`src/rtl/ber_pkg.sv`:
```
`timescale 1ns/1ps
package ber_pkg;

    // What a masked lane shows on the read port during a write cycle
    typedef enum logic {
        MASK_KEEP = 1'b0,   // stored contents of the addressed word
        MASK_FILL = 1'b1    // constant filler pattern
    } mask_pol_e;

    function automatic int unsigned word_width(input int unsigned lanes,
                                               input int unsigned lane_w);
        return lanes * lane_w;
    endfunction

endpackage

```
`src/rtl/ber_req_reg.sv`:
```
`timescale 1ns/1ps
module ber_req_reg #(
    parameter int unsigned LANES = 2,
    parameter int unsigned DW    = 18,
    parameter int unsigned AW    = 6
) (
    input  logic             clk,
    input  logic             rst,
    input  logic             wr_en,
    input  logic [AW-1:0]    addr,
    input  logic [DW-1:0]    wdata,
    input  logic [LANES-1:0] byte_en,
    output logic             we_q,
    output logic [AW-1:0]    addr_q,
    output logic [DW-1:0]    data_q,
    output logic [LANES-1:0] be_q
);

    typedef struct packed {
        logic [AW-1:0]    addr;
        logic [DW-1:0]    data;
        logic [LANES-1:0] be;
    } req_t;

    req_t req_q;
    logic we_r;

    // Only the strobe is reset; mask, address and data registers have no clear
    always_ff @(posedge clk) begin
        if (rst) we_r <= 1'b0;
        else     we_r <= wr_en;
    end

    always_ff @(posedge clk) begin
        req_q <= '{addr: addr, data: wdata, be: byte_en};
    end

    assign we_q   = we_r;
    assign addr_q = req_q.addr;
    assign data_q = req_q.data;
    assign be_q   = req_q.be;

endmodule

```
`src/rtl/ber_lane_col.sv`:
```
`timescale 1ns/1ps
module ber_lane_col
    import ber_pkg::*;
#(
    parameter int unsigned LANE_W = 9,
    parameter int unsigned AW     = 6,
    parameter mask_pol_e   POLICY = MASK_KEEP,
    parameter logic [8:0]  FILL   = 9'h0A5
) (
    input  logic              clk,
    input  logic              we_q,
    input  logic              en_q,
    input  logic [AW-1:0]     addr_q,
    input  logic [LANE_W-1:0] din_q,
    output logic [LANE_W-1:0] dout
);

    localparam int unsigned DEPTH = 1 << AW;

    logic [LANE_W-1:0] col [DEPTH];
    logic [LANE_W-1:0] held;
    logic              lane_wr;

    assign lane_wr = we_q & en_q;

    always_ff @(posedge clk) begin
        if (lane_wr) col[addr_q] <= din_q;
    end

    assign held = col[addr_q];

    generate
        if (POLICY == MASK_FILL) begin : g_fill
            always_comb begin
                if (lane_wr)   dout = din_q;
                else if (we_q) dout = FILL[LANE_W-1:0];
                else           dout = held;
            end
        end else begin : g_keep
            always_comb begin
                if (lane_wr) dout = din_q;
                else         dout = held;
            end
        end
    endgenerate

endmodule

```
`src/rtl/ber_ram.sv`:
```
`timescale 1ns/1ps
module ber_ram
    import ber_pkg::*;
#(
    parameter int unsigned LANES    = 2,
    parameter int unsigned LANE_W   = 9,
    parameter int unsigned AW       = 6,
    parameter mask_pol_e   POLICY   = MASK_KEEP,
    parameter logic [8:0]  FILL_PAT = 9'h0A5
) (
    input  logic                     clk,
    input  logic                     rst,
    input  logic                     wr_en,
    input  logic [AW-1:0]            addr,
    input  logic [LANES*LANE_W-1:0]  wdata,
    input  logic [LANES-1:0]         byte_en,
    output logic [LANES*LANE_W-1:0]  rdata
);

    localparam int unsigned DW = word_width(LANES, LANE_W);

    logic             we_q;
    logic [AW-1:0]    addr_q;
    logic [DW-1:0]    data_q;
    logic [LANES-1:0] be_q;

    ber_req_reg #(.LANES(LANES), .DW(DW), .AW(AW)) u_req (
        .clk     (clk),
        .rst     (rst),
        .wr_en   (wr_en),
        .addr    (addr),
        .wdata   (wdata),
        .byte_en (byte_en),
        .we_q    (we_q),
        .addr_q  (addr_q),
        .data_q  (data_q),
        .be_q    (be_q)
    );

    for (genvar i = 0; i < LANES; i++) begin : g_lane
        ber_lane_col #(
            .LANE_W (LANE_W),
            .AW     (AW),
            .POLICY (POLICY),
            .FILL   (FILL_PAT)
        ) u_col (
            .clk    (clk),
            .we_q   (we_q),
            .en_q   (be_q[i]),
            .addr_q (addr_q),
            .din_q  (data_q[i*LANE_W +: LANE_W]),
            .dout   (rdata[i*LANE_W +: LANE_W])
        );
    end

endmodule

```
`config.mk`:
```
export PLATFORM = sky130hd
export DESIGN_NAME = ber_ram
export DESIGN_NICKNAME = d
export VERILOG_FILES = /design/src/rtl/ber_pkg.sv /design/src/rtl/ber_req_reg.sv /design/src/rtl/ber_lane_col.sv /design/src/rtl/ber_ram.sv
export SDC_FILE = /design/constraint.sdc
export NUM_CORES = 1
export LEC_CHECK = 0
export BUFFER_PORTS_ARGS = -buffer_cell sky130_fd_sc_hd__buf_2
export CORE_UTILIZATION = 55
export CTS_BUF_LIST = sky130_fd_sc_hd__clkbuf_4
export DETAILED_ROUTE_END_ITERATION = 8
export HOLD_SLACK_MARGIN = 0.15
export PLACE_DENSITY_LB_ADDON = 0.1
export SLEW_MARGIN = 10
export SYNTH_ARGS = -nofsm -noshare
export SYNTH_HDL_FRONTEND = slang
export SYNTH_HIERARCHICAL = 1
export SYNTH_SLANG_ARGS = --single-unit
```
`constraint.sdc`:
```
create_clock -name clk -period 6.1 [get_ports clk]
set_clock_uncertainty 0.15 [all_clocks]
set_input_delay 0 -clock clk [delete_from_list [all_inputs] [get_ports clk]]
set_output_delay 0 -clock clk [all_outputs]
set_load 0.03 [all_outputs]
```
# After elaboration in Yosys (flattened, before gate mapping)
# Memories as Yosys holds them, arrays and structs flattened. A register that Yosys moved wholly into a read port is not among the register bits.
# Index checks and enable logic that the tools add are counted.
word_totals:
  reg_bits: 27
  n_memories: 2
  word_cells: 14
  ramBits: 1152
  in_bits: 29
op_classes:
  bitwise_logic: 2
  n_mux: 6
memory_table:
  columns: ["name", "depth", "word_bits", "read_ports", "rd_ports_with_merged_regs", "wr", "line", "rtl"]
  rows:
  - ["g_lane[0].u_col.col", 64, 9, 1, 1, 1, "ber_lane_col.sv:20", "logic [LANE_W-1:0] col [DEPTH];"]
  - ["g_lane[1].u_col.col", 64, 9, 1, 1, 1, "ber_lane_col.sv:20", null]
op_table:
  columns: ["op", "count"]
  rows:
  - ["9-bit 2-to-1 mux", 2]
  - ["1-bit 2-to-1 mux", 4]
  - ["1-bit AND", 2]

# Depth between registers and ports, before layout
depth:
  ltp_word: 3
  depth_mapped: 11
  depth_no_buf: 6

# By module
# The synthesis kept the hierarchy.
modules_own_cells:
  columns: ["module", "cells_each", "seq_area_each_um2", "area_each_um2", "instances"]
  rows:
  - ["ber_lane_col", 1238, 17296.6, 22679.3, 2]
  - ["ber_req_reg", 28, 540.5, 554.3, 1]

# Worst setup path after synthesis
# Ideal clock, no wire load.
synth_path:
  kind: "register to register"
  from: "register u_req.req_q, in the netlist u_req/addr_q[2]"
  to: "memory g_lane[0].u_col.col[13][0] (enable)"
  required_ns: 5.576
  period_less_slack_ns: 2.410
  path_slack_ns: 3.690
  path_stages_with_launch: 8
  setup_time_ns: 0.374
  t_arrival_ns: 1.886
  path_cell_list: "dfxtp_1 buf_6 buf_4 buf_2 buf_2 buf_2 nand3_1 nor2_1"
synth_lines:
  columns: ["element", "line", "rtl"]
  rows:
  - ["start, declared", "ber_req_reg.sv:25", "req_t req_q;"]
  - ["start signal, assigned", "ber_req_reg.sv:35", "req_q <= '{addr: addr, data: wdata, be: byte_en};"]
  - ["end, declared", "ber_lane_col.sv:20", null]
# No word-level cell before the write port.

==> impl_metrics.yaml <==
outcome:
  outcome: "finished, final reports clean"
synth:
  ys_ff_latch: 1179
  synth_edf_count: 1152
  yosysTopAreaCellShare_pct: 75.3
  ys_seq_area_share_pct: 76.5
  syn_area_per_cell_um2: 18.3
  synth_ff_type: "edfxtp_1"
  synth_cells: 2504
  ys_warn_count: 6
  synth_cell_types: 59
  synthTopCellsByArea: "edfxtp_1, mux4_2, a221oi_1, mux2_2, nor2_1"
  syn-num-nets: 2533
  async_flop_share_pct: 0
  yosysTopAreaCell: "edfxtp_1"
  syn_area_um2: 45900
worst_hold_path:
  hold_class: "reg2reg"
floorplan:
  ios: 47
  die_w_um: 291
  fp-row-count: 105
  core_area_um2: 82400
  die_h_um: 291
  design.die.area_um2: 84600
  initial_core_util_pct: 55.7
sta:
  setup_viol: 0
  relSlewSlack_pct: 18.1
  rsz0062_at_grt: "no"
  timing.fmax_mhz: 177
  timing.hold.ws_ns: 0.298
  timing.final.hold_violations: 0
  final.setup.tns_ns: 0
  period_share_pct: 92.6
  finalMaxSlewViolations: 0
  worst_slew_pin_slew_ns: 1.22
  layout_setup_ws_ns: 0.450
  period_needed_ns: 5.65
critical_path:
  required_ns: 5.95
  path_cells: "buf_4 -> clkinv_1 -> a211oi_1 -> a21oi_1 -> a21oi_1 -> nor4_1 -> a31oi_1 -> buf_2"
  cp-end-kind: "output pin"
  slowest_delay_ns: 1.11
  path_common_cell: "a21oi_1"
  critPathSlowestCell: "clkinv_1"
  cp_top_family: "buffers and inverters"
  path_max_fanout: 40
  crit_path_start_kind: "flip-flop"
  arrival_ns: 5.50
  worst-setup-path-type: "reg2out"
  crit_buf_inv: 3
placement:
  postPlaceCellArea_um2: 47000
  gp_congestion: 0.943
  pre_cts_ws_ns: 1.71
  dp_hpwl_um: 74500
  port_buffers: 46
final_layout:
  fin_nets: 2866
  layout-drive-gt1-share_pct: 27.8
  synthToLayoutAreaGrowth_pct: 12.4
  fillers: 6003
  final_area_um2: 51600
clock_network:
  clock-root-buffer: "clkbuf_4"
  cts_tree: "yes"
  cts_max_path_buffers: 4
  cts_max_level: 5
  clk_pin_slew_ns: 0.06
  clock_sink_count: 1179
  post_cts_buffers: 0
  cts_made_buffers: 312
  clock_latency_ns: 1.14
detailed_routing:
  via_per_inst: 6.62
  drt-wirelength-per-cell_um: 31.4
  wl_met1_um: 52100
  met3_wirelength_um: 17500
  wl_met2_um: 55900
  drcViolationCount: 0
  via_count: 27208
  dr.pass1.iters: 7
  highest_layer: "met5"
  first_iter_violations: 3818
  final_antenna_net_count: 0
  routed_wl_um: 129000
pwr:
  finalPower_w: 0.0166
  ir_drop_uv: 209
  power_leakage_nw: 16.7
  power.density_nw_per_um2: 321
global_routing:
  grt_use_total_pct: 30.8
  grt_overflow: 0
  grt_pass1_wl_um: 186000
  antenna_found_initial: 5
  grt_pass1_vias: 27113
  grt_max_degree: 80
job:
  drv_cap: 0
==> worst reg2reg max path: stages (launching register included) <==
cell and delay (ns):
dfxtp_4 0.75, buf_4 0.45, and2_1 0.62, nand3_1 0.86
nor2_1 0.95
==> metal layers <==
metal  vias to the layer above  track usage (%)
li1                      11115                -
met2                      2013             43.0
met5                         -                0
met4                         2             9.96
met1                     13791             45.9
met3                       287             10.1
==> report_power, final <==
group	leakage [nW]	internal (W)	switching, W
registers	10.6	0.00891	0.0000494
logic	3.89	0.000305	0.000653
clock network	2.25	0.00357	0.00309
total	16.7	0.0128	0.00379
==> synthesized netlist by cell type, drive strengths merged (4+ instances only) <==
cell / instances
o22a: 6
edfxtp: 1152
a31oi: 10
and3: 6
nor2b: 15
mux2: 100
o21ai: 66
a22o: 18
mux2i: 70
inv: 4
o211ai: 4
a221oi: 140
o2bb2ai: 10
nand2: 60
or3b: 4
and2: 14
mux4: 116
o2111ai: 4
a22oi: 70
a211oi: 12
a21oi: 66
clkbuf: 58
a221o: 4
o32a: 10
nor2: 224
buf: 112
nor4: 4
nor3: 8
a222oi: 6
or2: 4
nand3: 30
dfxtp: 27
o221ai: 4
o22ai: 36
==> state kept, by name (all words and copies together), names as in the netlist <==
| signal | flops |
|---|---|
| u_req/addr_q | 6 |
| u_req/we_q | 1 |
| g_lane.u_col/col | 1152 |
| u_req/data_q | 18 |
| u_req/be_q | 2 |
==> cells by family after synthesis <==
kind of cell           share of synthesized area, %
flip-flops                                     76.5
buffers and inverters                          2.29
AO/OA/AOI/OAI                                  7.82
multiplexers                                   9.73
AND/OR/NAND/NOR                                3.63
==> layout make-up <==
cell class,count,area [um2],share of cell area (%)
sequential,1179,35200,68.2
multi-input combinational,1149,9760,18.9
clock buffer,451,3390,6.56
timing repair buffer,189,1540,2.98
tap,1070,1340,2.60
clock inverter,58,358,0.694
inverter,6,22.5,0.0437
antenna,6,15.0,0.0291
==> what timing repair did <==
action / CTS / global route
hold endpoints to repair: 27 / 0
resized for setup: 0 / 0
hold buffers: 83 / 0
==> cell usage in the layout (no fill, tap or decap), drive strengths merged, types with 5 or more instances in the layout <==
cell type / instances
a211oi: 12
a21oi: 66
a221oi: 140
a222oi: 6
a22o: 18
a22oi: 70
a31oi: 10
and2: 14
and3: 6
buf: 106
bufinv: 5
clkbuf: 451
clkinv: 49
dfxtp: 27
diode: 6
dlygate4sd3: 83
edfxtp: 1152
inv: 10
mux2: 100
mux2i: 70
mux4: 116
nand2: 60
nand3: 30
nor2: 224
nor2b: 15
nor3: 8
o21ai: 66
o22a: 6
o22ai: 36
o2bb2ai: 10
o32a: 10
==> stage by stage <==
step	std cells	utilization, %
floorplan	2504	-
global placement	3510	57.1
detailed placement	3510	57.1
CTS	4102	62.6
global route	4105	62.6
finish	4108	62.6
==> worst paths after layout <==
path	from	endpoint	slack, ns	cells after the start
max	u_req/addr_q[2]	rdata[10]	0.45	8
min	u_req/data_q[17]	g_lane[1].u_col/col[20][8]	0.30	0
max reg2reg	u_req/addr_q[0]	g_lane[1].u_col/col[15][0]	1.87	4
min reg2reg	u_req/data_q[17]	g_lane[1].u_col/col[20][8]	0.30	0
No activity file was read; power rests on OpenSTA's default activity.
